`config.mk`:
```
export PLATFORM = sky130hd
export DESIGN_NAME = nor_byte_prog
export DESIGN_NICKNAME = d
export VERILOG_FILES = /design/src/rtl/nor_prog_pkg.sv /design/src/rtl/nor_unlock_seq.sv /design/src/rtl/nor_ready_poll.sv /design/src/rtl/nor_byte_prog.sv
export SDC_FILE = /design/constraint.sdc
export NUM_CORES = 1
export LEC_CHECK = 0
export ABC_CLOCK_PERIOD_IN_PS = 2800
export BUFFER_PORTS_ARGS = -buffer_cell sky130_fd_sc_hd__buf_2
export CAP_MARGIN = 5
export CORE_ASPECT_RATIO = 0.7
export CORE_UTILIZATION = 56
export CTS_CLUSTER_DIAMETER = 100
export DETAILED_ROUTE_END_ITERATION = 12
export GPL_TIMING_DRIVEN = 0
export PLACE_DENSITY = 0.81
export RECOVER_POWER = 50
export REMOVE_ABC_BUFFERS = 1
export SETUP_SLACK_MARGIN = 0.05
export SYNTH_ARGS = -nofsm -noshare
export SYNTH_HDL_FRONTEND = slang
export SYNTH_HIERARCHICAL = 1
export SYNTH_SLANG_ARGS = --single-unit
```
`constraint.sdc`:
```
create_clock -name clk -period 2.8 [get_ports clk]
set_input_delay 0.14 -clock clk [delete_from_list [all_inputs] [get_ports clk]]
set_output_delay 0.14 -clock clk [all_outputs]
set_load 0.02 [all_outputs]
```
`src/rtl/nor_prog_pkg.sv`:
```
package nor_prog_pkg;

    typedef enum logic [2:0] {
        ST_IDLE,
        ST_FETCH,
        ST_LAUNCH,
        ST_PROG,
        ST_POLL,
        ST_VERIFY
    } prog_st_e;

    localparam logic [7:0] UNLOCK_D0  = 8'hAA;
    localparam logic [7:0] UNLOCK_D1  = 8'h55;
    localparam logic [7:0] PROG_OPC   = 8'hA0;
    localparam logic [15:0] CMD_ADR_A = 16'h5555;
    localparam logic [15:0] CMD_ADR_B = 16'h2AAA;

endpackage

```
`src/rtl/nor_unlock_seq.sv`:
```
module nor_unlock_seq
    import nor_prog_pkg::*;
#(
    parameter int ADDR_W = 16,
    parameter int DATA_W = 8
) (
    input  logic              clk,
    input  logic              rst_n,
    input  logic              go,
    input  logic [ADDR_W-1:0] tgt_addr,
    input  logic [DATA_W-1:0] tgt_data,
    output logic              req,
    output logic [ADDR_W-1:0] addr,
    output logic [DATA_W-1:0] wdata,
    input  logic              ack,
    output logic              fin
);
    localparam int STEPS  = 4;
    localparam int STEP_W = $clog2(STEPS);

    typedef struct packed {
        logic              act;
        logic [STEP_W-1:0] step;
    } seq_t;

    seq_t q, d;

    always_comb begin
        d   = q;
        fin = 1'b0;
        if (!q.act && go) begin
            d.act  = 1'b1;
            d.step = '0;
        end else if (q.act && ack) begin
            if (q.step == STEP_W'(STEPS - 1)) begin
                d.act = 1'b0;
                fin   = 1'b1;
            end else begin
                d.step = q.step + 1'b1;
            end
        end
    end

    always_comb begin
        req = q.act;
        case (q.step)
            STEP_W'(0): begin addr = ADDR_W'(CMD_ADR_A); wdata = DATA_W'(UNLOCK_D0); end
            STEP_W'(1): begin addr = ADDR_W'(CMD_ADR_B); wdata = DATA_W'(UNLOCK_D1); end
            STEP_W'(2): begin addr = ADDR_W'(CMD_ADR_A); wdata = DATA_W'(PROG_OPC);  end
            default:    begin addr = tgt_addr;           wdata = tgt_data;           end
        endcase
    end

    always_ff @(posedge clk or negedge rst_n) begin
        if (!rst_n) q <= '0;
        else        q <= d;
    end


    go_when_idle_chk: assert property (@(posedge clk) disable iff (!rst_n)
        go |-> !q.act);

endmodule

```
`src/rtl/nor_ready_poll.sv`:
```
module nor_ready_poll #(
    parameter int ADDR_W  = 16,
    parameter int DATA_W  = 8,
    parameter int TOG_BIT = 6
) (
    input  logic              clk,
    input  logic              rst_n,
    input  logic              go,
    input  logic [ADDR_W-1:0] poll_addr,
    output logic              req,
    output logic [ADDR_W-1:0] addr,
    input  logic              ack,
    input  logic [DATA_W-1:0] rdata,
    output logic              fin
);
    typedef struct packed {
        logic act;
        logic have_prev;
        logic prev_bit;
    } poll_t;

    poll_t q, d;

    always_comb begin
        d   = q;
        fin = 1'b0;
        if (!q.act && go) begin
            d.act       = 1'b1;
            d.have_prev = 1'b0;
        end else if (q.act && ack) begin
            if (q.have_prev && (rdata[TOG_BIT] == q.prev_bit)) begin
                d.act = 1'b0;
                fin   = 1'b1;
            end else begin
                d.have_prev = 1'b1;
                d.prev_bit  = rdata[TOG_BIT];
            end
        end
    end

    assign req  = q.act;
    assign addr = poll_addr;

    always_ff @(posedge clk or negedge rst_n) begin
        if (!rst_n) q <= '0;
        else        q <= d;
    end


    no_early_ready_chk: assert property (@(posedge clk) disable iff (!rst_n)
        fin |-> q.have_prev);

endmodule

```
`src/rtl/nor_byte_prog.sv`:
```
module nor_byte_prog
    import nor_prog_pkg::*;
#(
    parameter int ADDR_W    = 16,
    parameter int MAX_TRIES = 16,
    parameter int TOG_BIT   = 6
) (
    input  logic              clk,
    input  logic              rst_n,
    input  logic              start,
    input  logic [ADDR_W-1:0] start_addr,
    input  logic [ADDR_W:0]   length,
    input  logic              src_valid,
    input  logic [7:0]        src_data,
    output logic              src_ready,
    output logic              bus_req,
    output logic              bus_we,
    output logic [ADDR_W-1:0] bus_addr,
    output logic [7:0]        bus_wdata,
    input  logic              bus_ack,
    input  logic [7:0]        bus_rdata,
    output logic              busy,
    output logic              done,
    output logic              failed,
    output logic [ADDR_W:0]   progress
);
    localparam int DATA_W = 8;
    localparam int LEN_W  = ADDR_W + 1;
    localparam int TRY_W  = $clog2(MAX_TRIES + 1);
    localparam logic [DATA_W-1:0] ERASED = '1;

    typedef struct packed {
        prog_st_e          st;
        logic [ADDR_W-1:0] addr;
        logic [LEN_W-1:0]  remain;
        logic [LEN_W-1:0]  progress;
        logic [TRY_W-1:0]  tries;
        logic [DATA_W-1:0] data;
        logic              failed;
        logic              done;
    } ctl_t;

    ctl_t q, d;

    logic              seq_go, seq_req, seq_fin;
    logic [ADDR_W-1:0] seq_addr;
    logic [DATA_W-1:0] seq_wdata;
    logic              poll_go, poll_req, poll_fin;
    logic [ADDR_W-1:0] poll_addr;
    logic              vfy_req, byte_end;

    nor_unlock_seq #(.ADDR_W(ADDR_W), .DATA_W(DATA_W)) seq_i (
        .clk      (clk),
        .rst_n    (rst_n),
        .go       (seq_go),
        .tgt_addr (q.addr),
        .tgt_data (q.data),
        .req      (seq_req),
        .addr     (seq_addr),
        .wdata    (seq_wdata),
        .ack      (bus_ack),
        .fin      (seq_fin)
    );

    nor_ready_poll #(.ADDR_W(ADDR_W), .DATA_W(DATA_W), .TOG_BIT(TOG_BIT)) poll_i (
        .clk       (clk),
        .rst_n     (rst_n),
        .go        (poll_go),
        .poll_addr (q.addr),
        .req       (poll_req),
        .addr      (poll_addr),
        .ack       (bus_ack),
        .rdata     (bus_rdata),
        .fin       (poll_fin)
    );

    always_comb begin
        d         = q;
        d.done    = 1'b0;
        seq_go    = 1'b0;
        poll_go   = 1'b0;
        src_ready = 1'b0;
        vfy_req   = 1'b0;
        byte_end  = 1'b0;
        case (q.st)
            ST_IDLE: begin
                if (start) begin
                    d.addr     = start_addr;
                    d.remain   = length;
                    d.progress = '0;
                    d.failed   = 1'b0;
                    if (length == '0) d.done = 1'b1;
                    else              d.st   = ST_FETCH;
                end
            end
            ST_FETCH: begin
                src_ready = 1'b1;
                if (src_valid) begin
                    d.data  = src_data;
                    d.tries = '0;
                    if (src_data == ERASED) byte_end = 1'b1;
                    else                    d.st     = ST_LAUNCH;
                end
            end
            ST_LAUNCH: begin
                seq_go = 1'b1;
                d.st   = ST_PROG;
            end
            ST_PROG: begin
                if (seq_fin) begin
                    poll_go = 1'b1;
                    d.st    = ST_POLL;
                end
            end
            ST_POLL: begin
                if (poll_fin) d.st = ST_VERIFY;
            end
            ST_VERIFY: begin
                vfy_req = 1'b1;
                if (bus_ack) begin
                    d.tries = q.tries + 1'b1;
                    if (bus_rdata == q.data) begin
                        byte_end = 1'b1;
                    end else if (q.tries == TRY_W'(MAX_TRIES - 1)) begin
                        d.failed = 1'b1;
                        byte_end = 1'b1;
                    end else begin
                        d.st = ST_LAUNCH;
                    end
                end
            end
            default: d.st = ST_IDLE;
        endcase
        if (byte_end) begin
            d.progress = q.progress + 1'b1;
            d.addr     = q.addr + 1'b1;
            d.remain   = q.remain - 1'b1;
            if (q.remain == LEN_W'(1)) begin
                d.done = 1'b1;
                d.st   = ST_IDLE;
            end else begin
                d.st = ST_FETCH;
            end
        end
    end

    always_ff @(posedge clk or negedge rst_n) begin
        if (!rst_n) begin
            q    <= '0;
            q.st <= ST_IDLE;
        end else begin
            q <= d;
        end
    end

    assign bus_req   = seq_req | poll_req | vfy_req;
    assign bus_we    = seq_req;
    assign bus_addr  = seq_req ? seq_addr : (poll_req ? poll_addr : q.addr);
    assign bus_wdata = seq_wdata;
    assign busy      = (q.st != ST_IDLE);
    assign done      = q.done;
    assign failed    = q.failed;
    assign progress  = q.progress;


    bus_hold_chk: assert property (@(posedge clk) disable iff (!rst_n)
        (bus_req && !bus_ack) |=> (bus_req && $stable(bus_addr) && $stable(bus_we) && $stable(bus_wdata)));


    single_owner_chk: assert property (@(posedge clk) disable iff (!rst_n)
        !(seq_req && poll_req));


    idle_quiet_chk: assert property (@(posedge clk) disable iff (!rst_n)
        (q.st == ST_IDLE) |-> !bus_req);


    tries_limit_chk: assert property (@(posedge clk) disable iff (!rst_n)
        q.tries <= TRY_W'(MAX_TRIES));


    done_pulse_chk: assert property (@(posedge clk) disable iff (!rst_n)
        done |=> !done);


    remain_live_chk: assert property (@(posedge clk) disable iff (!rst_n)
        busy |-> (q.remain != '0));

endmodule

```
Word-level counts from Yosys, hierarchy flattened
Index checks and enable logic that the tools add are counted.
{"block": "word_totals", "regBits": 74, "word_cells": 134, "input_bits": 54, "output_inout_bits": 47}
{"block": "classes", "add_sub_neg": 5, "reduce_logical": 30, "muxes": 53, "n_eq_ne": 29, "bitwise_logic": 4}
{"operator": "$mux 53", "n": 2}
{"operator": "$mux 50", "n": 1}
{"operator": "$mux 3", "n": 11}
{"operator": "$pmux 16 s2", "n": 1}
{"operator": "$ne 3x3->1 const B", "n": 9}
{"operator": "$mux 1", "n": 26}
{"operator": "$pmux 8 s3", "n": 1}
{"operator": "$pmux 3 s6", "n": 1}
{"operator": "$add 17x1->17 const B", "n": 1}
{"operator": "$eq 17x1->1 const B", "n": 1}
{"operator": "$logic_not 17->1", "n": 1}
{"operator": "$sub 17x1->17 const B", "n": 1}
{"operator": "$add 16x1->16 const B", "n": 1}
{"operator": "$mux 16", "n": 1}
{"operator": "$reduce_bool 2->1", "n": 8}
{"operator": "$mux 13", "n": 1}
{"operator": "$reduce_and 2->1", "n": 6}
{"operator": "$ne 2x2->1 const B", "n": 5}
{"operator": "$pmux 5 s2", "n": 1}
{"operator": "$reduce_and 9->1", "n": 1}
{"operator": "$eq 8x8->1", "n": 1}
{"operator": "$eq 8x8->1 const B", "n": 1}
{"operator": "$mux 2", "n": 4}
{"operator": "$eq 3x2->1 const B", "n": 2}
{"operator": "21 further kinds", "n": 33}

Longest topological paths before layout
Gate-level depths: netlist (run 1).
{"block": "depth", "word_depth": 11, "ltp_mapped": 10, "ltp_nobuf": 7}

By module
The synthesis (run 1) kept the hierarchy.
{"mod": "nor_byte_prog", "area_each_um2": 4314.1, "cells_per_inst": 483, "instances": 1, "seq_area_each_um2": 1701.6}
{"mod": "nor_unlock_seq", "area_each_um2": 451.7, "cells_per_inst": 72, "instances": 1, "seq_area_each_um2": 75.1}
{"mod": "nor_ready_poll", "area_each_um2": 256.5, "cells_per_inst": 28, "instances": 1, "seq_area_each_um2": 75.1}

Worst setup path after synthesis (run 1)
No wires, ideal clock.
{"block": "synth_timing", "path_type": "reg2reg", "start": "reg q[10] (netlist name)", "end": "reg q[62] (netlist name)", "arrival_ps": 2043, "setup_time_ps": 123, "stages_incl_launch_ff": 8, "path_slack_ps": 634, "synth_period_minus_slack_ps": 2166, "required_time_ps": 2677, "n_path_buf": 1, "cell_sequence": "dfrtp_1 ha_1 and3_1 ha_1 a211oi_2 o21ai_2 buf_4 o221a_1"}
{"block": "synth_between", "elab_chain_len": 7, "word_cells_on_any_way": 9, "cone_classes": "1 x eq/ne; 5 x mux; 3 x reduce/logical"}
{"item": "start, declared", "line": "nor_byte_prog.sv:43", "rtl": "ctl_t q, d;"}
{"item": "$eq 5x4->1 *", "line": "nor_byte_prog.sv:124", "rtl": "end else if (q.tries == TRY_W'(MAX_TRIES - 1)) begin"}
{"item": "$mux 1 *", "line": "nor_byte_prog.sv:124"}
{"item": "$mux 1 *", "line": "nor_byte_prog.sv:122", "rtl": "if (bus_rdata == q.data) begin"}
{"item": "$mux 1 *", "line": "nor_byte_prog.sv:120", "rtl": "if (bus_ack) begin"}
{"item": "$pmux 1 s2 *", "line": "nor_byte_prog.sv:85", "rtl": "case (q.st)"}
{"item": "$reduce_bool 2->1 (no line)"}
{"item": "$reduce_and 2->1 (no line)"}
Every way passes the cells marked *; elsewhere a longest branch is shown, timed or not.
A chain may end at the register's enable or synchronous reset.

Final worst setup path (run 1)
{"block": "layout_timing", "start": "reg q[67] (netlist name)", "end": "reg q[55] (netlist name)"}
{"block": "layout_between", "elab_chain_len": 4, "word_cells_on_any_way": 8, "cone_classes": "2 x eq/ne; 2 x mux; 4 x reduce/logical"}
{"item": "$eq 3x3->1 / $eq 3x1->1 (equally long branches)", "line": "nor_byte_prog.sv:85"}
{"item": "$pmux 1 s2", "line": "nor_byte_prog.sv:85"}
{"item": "$reduce_bool 2->1 (no line)"}
{"item": "$reduce_and 2->1 (no line)"}
Parallel ways exist; a longest one is shown, timed or not.

==> results.txt, run 1 <==
- The synthesized design devotes to its leading area cell type ~37% of total area.
- The floorplan step set the die height to 81.2 microns.
- Between clock sinks in the finished design, the worst skew comes to 0.00448 ns.
* Longest individual stage delay on the worst path: 0.60 ns
* Placed insts: 742
- The tree built by TritonCTS fans out to 74 sinks.
* Area overhead of the layout relative to synthesis: 13.6%
* Overflow left after global routing: 0
- Across the run, the number of max-cap violations was 0.
- Port-buffer cells: 100
* Critical path fanouts, max: 14
- Final-report setup violation count: 0
* Core Footprint: about 8600 sq um
- Clock-pin slew was measured on the worst setup and hold paths at 0.06 ns.
- Wire length of the first global-routing pass: 21,200 microns
- Post-route insts no fill: 760
- The Yosys step of the flow raised 6 warnings.
* Average footprint of a synthesized cell: around 8.6 sq um
- Final weighted congestion in routability-driven placement: 0.820
- The mapped netlist covers 5020 sq um.
- The slowest stage of the critical path belongs to the cell sky130_fd_sc_hd__o21ai_2.
* Fill cell count: 691
- Proportion of register bits with asynchronous set or reset after synthesis: 100%
- Min Tclk post-route: 2.56 ns
- For this configuration, the core starts out at a cell density of 58.5%.
* DRC violation total after the first TritonRoute iteration: 389
- In the synthesized netlist the dominant register cell turns out to be sky130_fd_sc_hd__dfrtp_1.
- The worst hold path terminates at q[50]$_DFFE_PN0P_.
* Reg2Reg Launch Point: q[67]$_DFFE_PN0P_
- CTS H-Tree Depth: 3
- Summed over all layers, the routed wires come to 13,200 microns.
- Final hold analysis gives a worst-case slack of 0.00968 ns.
- Clock latency on the worst-skew pair, taken at its later pin, is 0.34 ns.
* Synth Register Bits: between 70 and 80
* Root buf cell: sky130_fd_sc_hd__clkbuf_16
* Flip-flop and latch area: 1850 sq um
- The number of global-route vias before repair came to 4,335.
- Along the worst hold path, the cell count comes to 3.
* F_max: 391 MHz
* Fraction of final layout cells sized beyond drive strength 1: between 20 and 25%
- The hold violation total from the final report is 0.
- Setup repair after global routing could not meet its margin everywhere.
- CP Class: flop to flop
- The worst path uses a little over 90% of the clock period.
* Avg WL per Cell: 17.3 microns
- Cells traversed along the worst timing path: nand4bb_4, nor3_4, a211oi_4, o21ai_2, o21ai_0, a21o_1
- Counting along the longest clock path gives a buffer depth of 2.
* CP endpoint kind: flop
* Area of combinational cells with multiple inputs: 2740 sq um
- For this run, the register share of the synthesized area comes to 36.9%.
- Summing all placed instances gives a cell area of around 5300 sq um.
- The count of nets left with antenna violations once routing finished came out at 0.
- Count of different cell masters after synthesis: 62
- Number of remaining DRC errors: 0
* Startpoint types: flop
* Final standard cell utilization of the core: between 60% and 70%
* # diodes: 0
* Post-detailed-placement half-perimeter wirelength: 8760 microns
* Antenna violations before repair: 0
- Max-Slew Margin vs Limit: ~5.5%
- The min-delay analysis places its worst path in the category primary input to flop.
* Measured slew at the worst slew-check pin: 1.42 ns
* Standard-cell row count: 28
* Data arrival, critical path: ~2.8 ns
- between 100 and 150 I/O pins were placed.
- Leaving out fill and tap cells, the most frequent cell in the layout is sky130_fd_sc_hd__nand2_1.
- Pin count of the biggest net entering global routing: 53
- For this run, the post-layout net count is 700.
- In the layout the commonest cells are 93 x sky130_fd_sc_hd__nand2_1, 80 x sky130_fd_sc_hd__buf_2, 73 x sky130_fd_sc_hd__dfrtp_1.
- Power density over the cells: 596 nW/um^2
- Synthesis produced 583 cells.
- Area enclosed by the die boundary: 9360 sq um
* Post-synth EDFFs: 0
- IR analysis of the VDD net gives a maximum drop of 0.000320 V.
- Counting cells, the worst reg-to-reg path comes to 6.
- After routing, the total negative slack on setup checks comes to 0 ns.
* Endpoint of the worst register-to-register path: q[55]$_DFFE_PN0P_
- Yosys attributes the largest share of cell area to sky130_fd_sc_hd__dfrtp_1 37%, sky130_fd_sc_hd__nand2_1 7.0%, sky130_fd_sc_hd__buf_4 5.5%.
- The synthesized design spends more area on one cell type than any other, namely sky130_fd_sc_hd__dfrtp_1.
* Register-to-Register Setup Slack: 0.24 ns
- TritonCTS built the clock tree.
* TritonCTS Buffers: 9
* Final-report max-slew violation count: 0
- Global routing used about 30% of the available tracks.
- Startpoint of the worst hold path: start_addr[1]
- Data required time at the worst endpoint: a little over 3 ns
- The number of setup buffers added after CTS is 0.
* Via density: 6.14
- Total leakage power: 2.71 nW
- Initial DRT Pass Iterations: 5
- Number of vias in the routed layout: between 4,000 and 5,000
- With fillers left out, the area of the finished cells amounts to 5710 sq um.
- Measured along the x axis, the die boundary spans 115 microns.
- Result of the run: complete, no violations
cells by family after synthesis:
| family | synth area share [%] |
|---|---|
| flops | 36.9 |
| fa+ha+maj | 2.74 |
| xor+xnor | 2.44 |
| simple gates | 23.9 |
| mux | 7.08 |
| compound gates | 16.9 |
| buf+inv | 9.99 |
stage by stage:
step	setup WS (ns)	total power, mW
floorplan	0.363	1.74
global placement	-0.688	2.07
detailed placement	-0.179	2.10
CTS	0.0502	3.39
global route	0.0380	3.54
finish	0.243	3.40
worst max path at each step:
stage / startpoint / end / slack (ns)
global route: q[10]$_DFFE_PN0P_ / q[61]$_DFFE_PN0P_ / 0.04
detailed placement: q[66]$_DFFE_PN0P_ / progress[16]$_DFFE_PN0P_ / -0.18
CTS: q[65]$_DFFE_PN0P_ / q[61]$_DFFE_PN0P_ / 0.05
floorplan: q[66]$_DFFE_PN0P_ / progress[9]$_DFFE_PN0P_ / 0.36
global placement: q[65]$_DFFE_PN0P_ / q[61]$_DFFE_PN0P_ / -0.69
finish: q[67]$_DFFE_PN0P_ / q[55]$_DFFE_PN0P_ / 0.24
synthesized netlist by cell type, types with 14 or more instances:
| master | number |
|---|---|
| sky130_fd_sc_hd__nand2_1 | 94 |
| sky130_fd_sc_hd__dfrtp_1 | 74 |
| sky130_fd_sc_hd__buf_4 | 37 |
| sky130_fd_sc_hd__nor2_1 | 34 |
| sky130_fd_sc_hd__o21ai_0 | 33 |
| sky130_fd_sc_hd__a21oi_1 | 27 |
| sky130_fd_sc_hd__inv_1 | 25 |
| sky130_fd_sc_hd__mux2i_1 | 25 |
| sky130_fd_sc_hd__nand3_1 | 16 |
| sky130_fd_sc_hd__clkbuf_1 | 15 |
| sky130_fd_sc_hd__nand4_1 | 14 |
state kept, by name (all words and copies together), names as in the netlist:
name / cells
done: 1
seq_i/q: 2
progress: 17
poll_i/req: 1
poll_i/q: 2
failed: 1
q: 49
seq_i/req: 1
area by class of cell:
class	count	share of cell area (%)
clock inverters	4	1.29
clock buffers	12	4.49
repair buffers	103	9.47
well taps	120	2.63
flip-flops and latches	74	32.5
inverters	25	1.64
multi-input cells	422	48.0
worst max-delay path: cells and delay by family, from the launching register on:
family	cells	cell delay (ns)
AND/OR/NAND/NOR	2	0.79
AO/OA/AOI/OAI	4	1.16
flip-flops	1	0.49
routing by layer:
metal,vias up,global-route usage [%],routed length [microns]
li1,2171,-,-
met1,2234,40.3,5750
met2,237,46.7,6210
met3,27,6.19,1010
met4,0,10.5,205
met5,-,0,0
repair_timing:
item / CTS / global route
gates cloned: 1 / 0
hold buffers: 1 / 0
endpoints found under the setup margin: 46 / 22
resized for setup: 7 / 6
pin swaps: 1 / 1
endpoints found under the hold margin: 22 / 0
where the power goes:
group	internal (mW)	switching (mW)
sequential	1.09	0.0954
clock	0.829	0.460
combinational	0.315	0.612
total	2.23	1.17
No activity file was read; power rests on OpenSTA's default activity.
==> inputs of run 2 (changes only) <==
==> constraint.sdc (replaced) <==
create_clock -name clk -period 2.8 [get_ports clk]
set_input_delay 0.28 -clock clk [delete_from_list [all_inputs] [get_ports clk]]
set_output_delay 0.28 -clock clk [all_outputs]
set_load 0.02 [all_outputs]
==> results.txt, run 2 (synthesized netlist as in run 1, its figures left out) <==
* Overflow left after global routing: 0
* Via density: 6.10
- The library cell used most frequently in the layout, excluding fill and tap cells, is sky130_fd_sc_hd__nand2_1.
- After detailed placement, the total cell area comes to 5320 sq um.
- Cells traversed along the worst timing path: nand4bb_4, nor3_4, nor2_2, o21ai_2, o21ai_0, a21o_1
* Startpoint of the worst hold path: start_addr[1]
* Result of the run: complete, no violations
- Critical path's slowest cell: sky130_fd_sc_hd__o21ai_2
- The post-route netlist has a little over a fifth of its cells at a drive strength greater than 1.
* Worst min-delay path endpoint: q[50]$_DFFE_PN0P_
- Relative to the synthesized area, the layout overhead comes to 13.7%.
- STA puts the critical path data required time at 3.03 ns.
- Setup slack on the worst reg-to-reg path comes out at 0.23 ns.
- Comb power frac: 27.2%
- DRC violation total after the first TritonRoute iteration: 390
- CTS tree: yes
- At the pin with the least slew margin, the transition time is 1.29 ns.
- CTS H-Tree Depth: 3
- Max-cap violation count: 0
- Global routing consumed, over all layers together, 29.5% of the routing resources.
- Net switching is between 30% and 40% of the power.
- Number of remaining DRC errors: 0
- Die span in y: 81.2 microns
* Worst hold path type: primary input to flop
* Fill cell count: 690
- The number of antenna violations at the first check in global routing was 0.
* Initial core utilization: 58.5%
- Wires add up to roughly 13,000 microns.
* Core Footprint: 8580 sq um
* Clock Sink Count: 74
* Power density over the cells: 595 nW/um^2
- Setup repair after global routing left no endpoint under its margin.
- Highest signal layer in the routed design: met4
- Initial DRT Pass Iterations: 5
- Longest individual stage delay on the worst path: 0.58 ns
- Max Clock Skew: 0.00454 ns
- Wire length of the first global-routing pass: 21,200 microns
- Part of the total power dissipated in the clock network: 37.9%
- Pin count of the biggest net entering global routing: 53
- For this design the top-level I/O count stands at 101.
- The startpoint identified for the worst register-to-register timing path is q[67]$_DFFE_PN0P_.
- The floorplan step defined a die boundary enclosing 9360 sq um.
* Met3 routed wirelength: 933 microns
* TritonCTS Buffers: 9
- The worst path uses 91.6% of the clock period.
- Measured in cells, the most critical reg-to-reg path has a length of 6.
- Pint: 2.23 mW
* Startpoint types: flop
- The clock period could shrink to 2.57 ns.
- Measured on the finished design, the core utilization comes to approximately two thirds.
- Static timing analysis puts the maximum clock frequency at ~400 MHz.
- Total leakage power: 2.72 nW
- CP Class: flop to flop
- The analysis attributes to net switching a power of 1.17 mW.
- Final-report max-slew violation count: 0
- The hold violation total from the final report came to 0.
- Register with the most flip-flops: q
* Post-detailed-placement half-perimeter wirelength: 8760 microns
* # diodes: 0
- Avg WL per Cell: roughly 17 microns
- The routed design uses approximately 6300 microns of met2 wire.
- Final weighted congestion in routability-driven placement: between 0.8 and 0.9
* Antenna Violating Nets Remaining: 0
* Standard-cell row count: 28
* Max FFs per register: 49
- The cell sitting at the root of the clock tree is a sky130_fd_sc_hd__clkbuf_16.
- Commonest cells after routing, fill and taps aside: 93 x sky130_fd_sc_hd__nand2_1, 80 x sky130_fd_sc_hd__buf_2, 73 x sky130_fd_sc_hd__dfrtp_1
- Port-buffer cells: 100
- M1 WL: about 5800 microns
* Fin area: 5710 sq um
- Data arrival, critical path: 2.80 ns
- Depth of the worst hold-timing path: 3
* Source-to-sink clock delay at the later pin of the worst-skew pair: 0.34 ns
- Final-report setup violation count: 0
- Critical path fanouts, max: 14
- After clock tree synthesis, the clock-pin slew on the worst setup and hold paths is 0.06 ns.
- Number of global-route vias before repair: 4,335
* CP endpoint kind: flop
- In this run the deepest clock path goes through 2 buffers.
* Sequential group share of total power: 34.9%
* Kind of cell adding the most delay to the critical path: simple AND/OR/NAND/NOR gates
* Endpoint of the worst register-to-register path: q[55]$_DFFE_PN0P_
- Buf/Inv on CP: 0
* Die Width: 115 microns
- Max-Slew Margin vs Limit: between 10% and 20%
* Number of vias in the routed layout: 4,651
* Aggregate negative setup slack: 0 ns
- Net count, final: roughly 700
- Max rail drop VDD: 0.000320 V
## run 2: cell count changes in the layout (fill, tap and decap cells not counted), sizes merged
cell and change:
buf +2, clkbuf +1
## run 2: what timing repair did
item                                    4_1_cts  5_1_grt
gates resized for setup                       7        6
pin swaps                                     1        1
endpoints found under the setup margin       50       28
hold buffers                                  1        0
hold endpoints to repair                     22        0
buffers inserted                              0        3
gates cloned                                  1        0
## run 2: worst min-delay path: stages
cell	delay (ns)
sky130_fd_sc_hd__buf_2	0.08
sky130_fd_sc_hd__nand2_1	0.05
sky130_fd_sc_hd__nand2_1	0.05
## run 2: power by group through the flow
stage | logic (mW) | registers [mW] | clock network (mW)
floorplan | 0.564 | 1.18 | 0
global placement | 0.877 | 1.19 | 0
detailed placement | 0.904 | 1.20 | 0
CTS | 0.912 | 1.18 | 1.30
global route | 1.01 | 1.20 | 1.33
finish | 0.925 | 1.19 | 1.29
## run 2: worst max-delay path by stage
stage                            from                  endpoint  slack [ns]  cells after the start
CTS                 q[65]$_DFFE_PN0P_         q[61]$_DFFE_PN0P_        0.05                      6
global placement    q[65]$_DFFE_PN0P_         q[61]$_DFFE_PN0P_       -0.69                      5
finish              q[67]$_DFFE_PN0P_         q[55]$_DFFE_PN0P_        0.23                      6
floorplan           q[66]$_DFFE_PN0P_   progress[9]$_DFFE_PN0P_        0.36                      6
global route        q[67]$_DFFE_PN0P_   progress[6]$_DFFE_PN0P_        0.06                      6
detailed placement  q[66]$_DFFE_PN0P_  progress[16]$_DFFE_PN0P_       -0.18                      6
## run 2: metal layers
metal	up-vias	global-route usage, %
met4	0	10.5
met3	17	6.19
met2	207	46.7
met1	2258	40.3
li1	2169	-
met5	-	0
## run 2: layout make-up
cell class / instances / area (sq um) / share of cell area [%]
clock buffer: 12 / 256 / 4.49
tap: 120 / 150 / 2.63
multi-input combinational: 422 / 2740 / 48.0
sequential: 74 / 1850 / 32.5
inverter: 25 / 93.8 / 1.64
clock inverter: 4 / 73.8 / 1.29
timing repair buffer: 106 / 543 / 9.51
## run 2: through the flow
step	power, mW	worst slack [ns]	std cells	hold WS [ns]
after floorplan	1.74	0.363	520	-0.0156
after detailed placement	2.10	-0.179	742	0.205
after global placement	2.07	-0.688	740	0.460
after global routing	3.54	0.0602	763	0.161
final	3.40	0.234	763	0.151
after CTS	3.39	0.0502	760	0.140
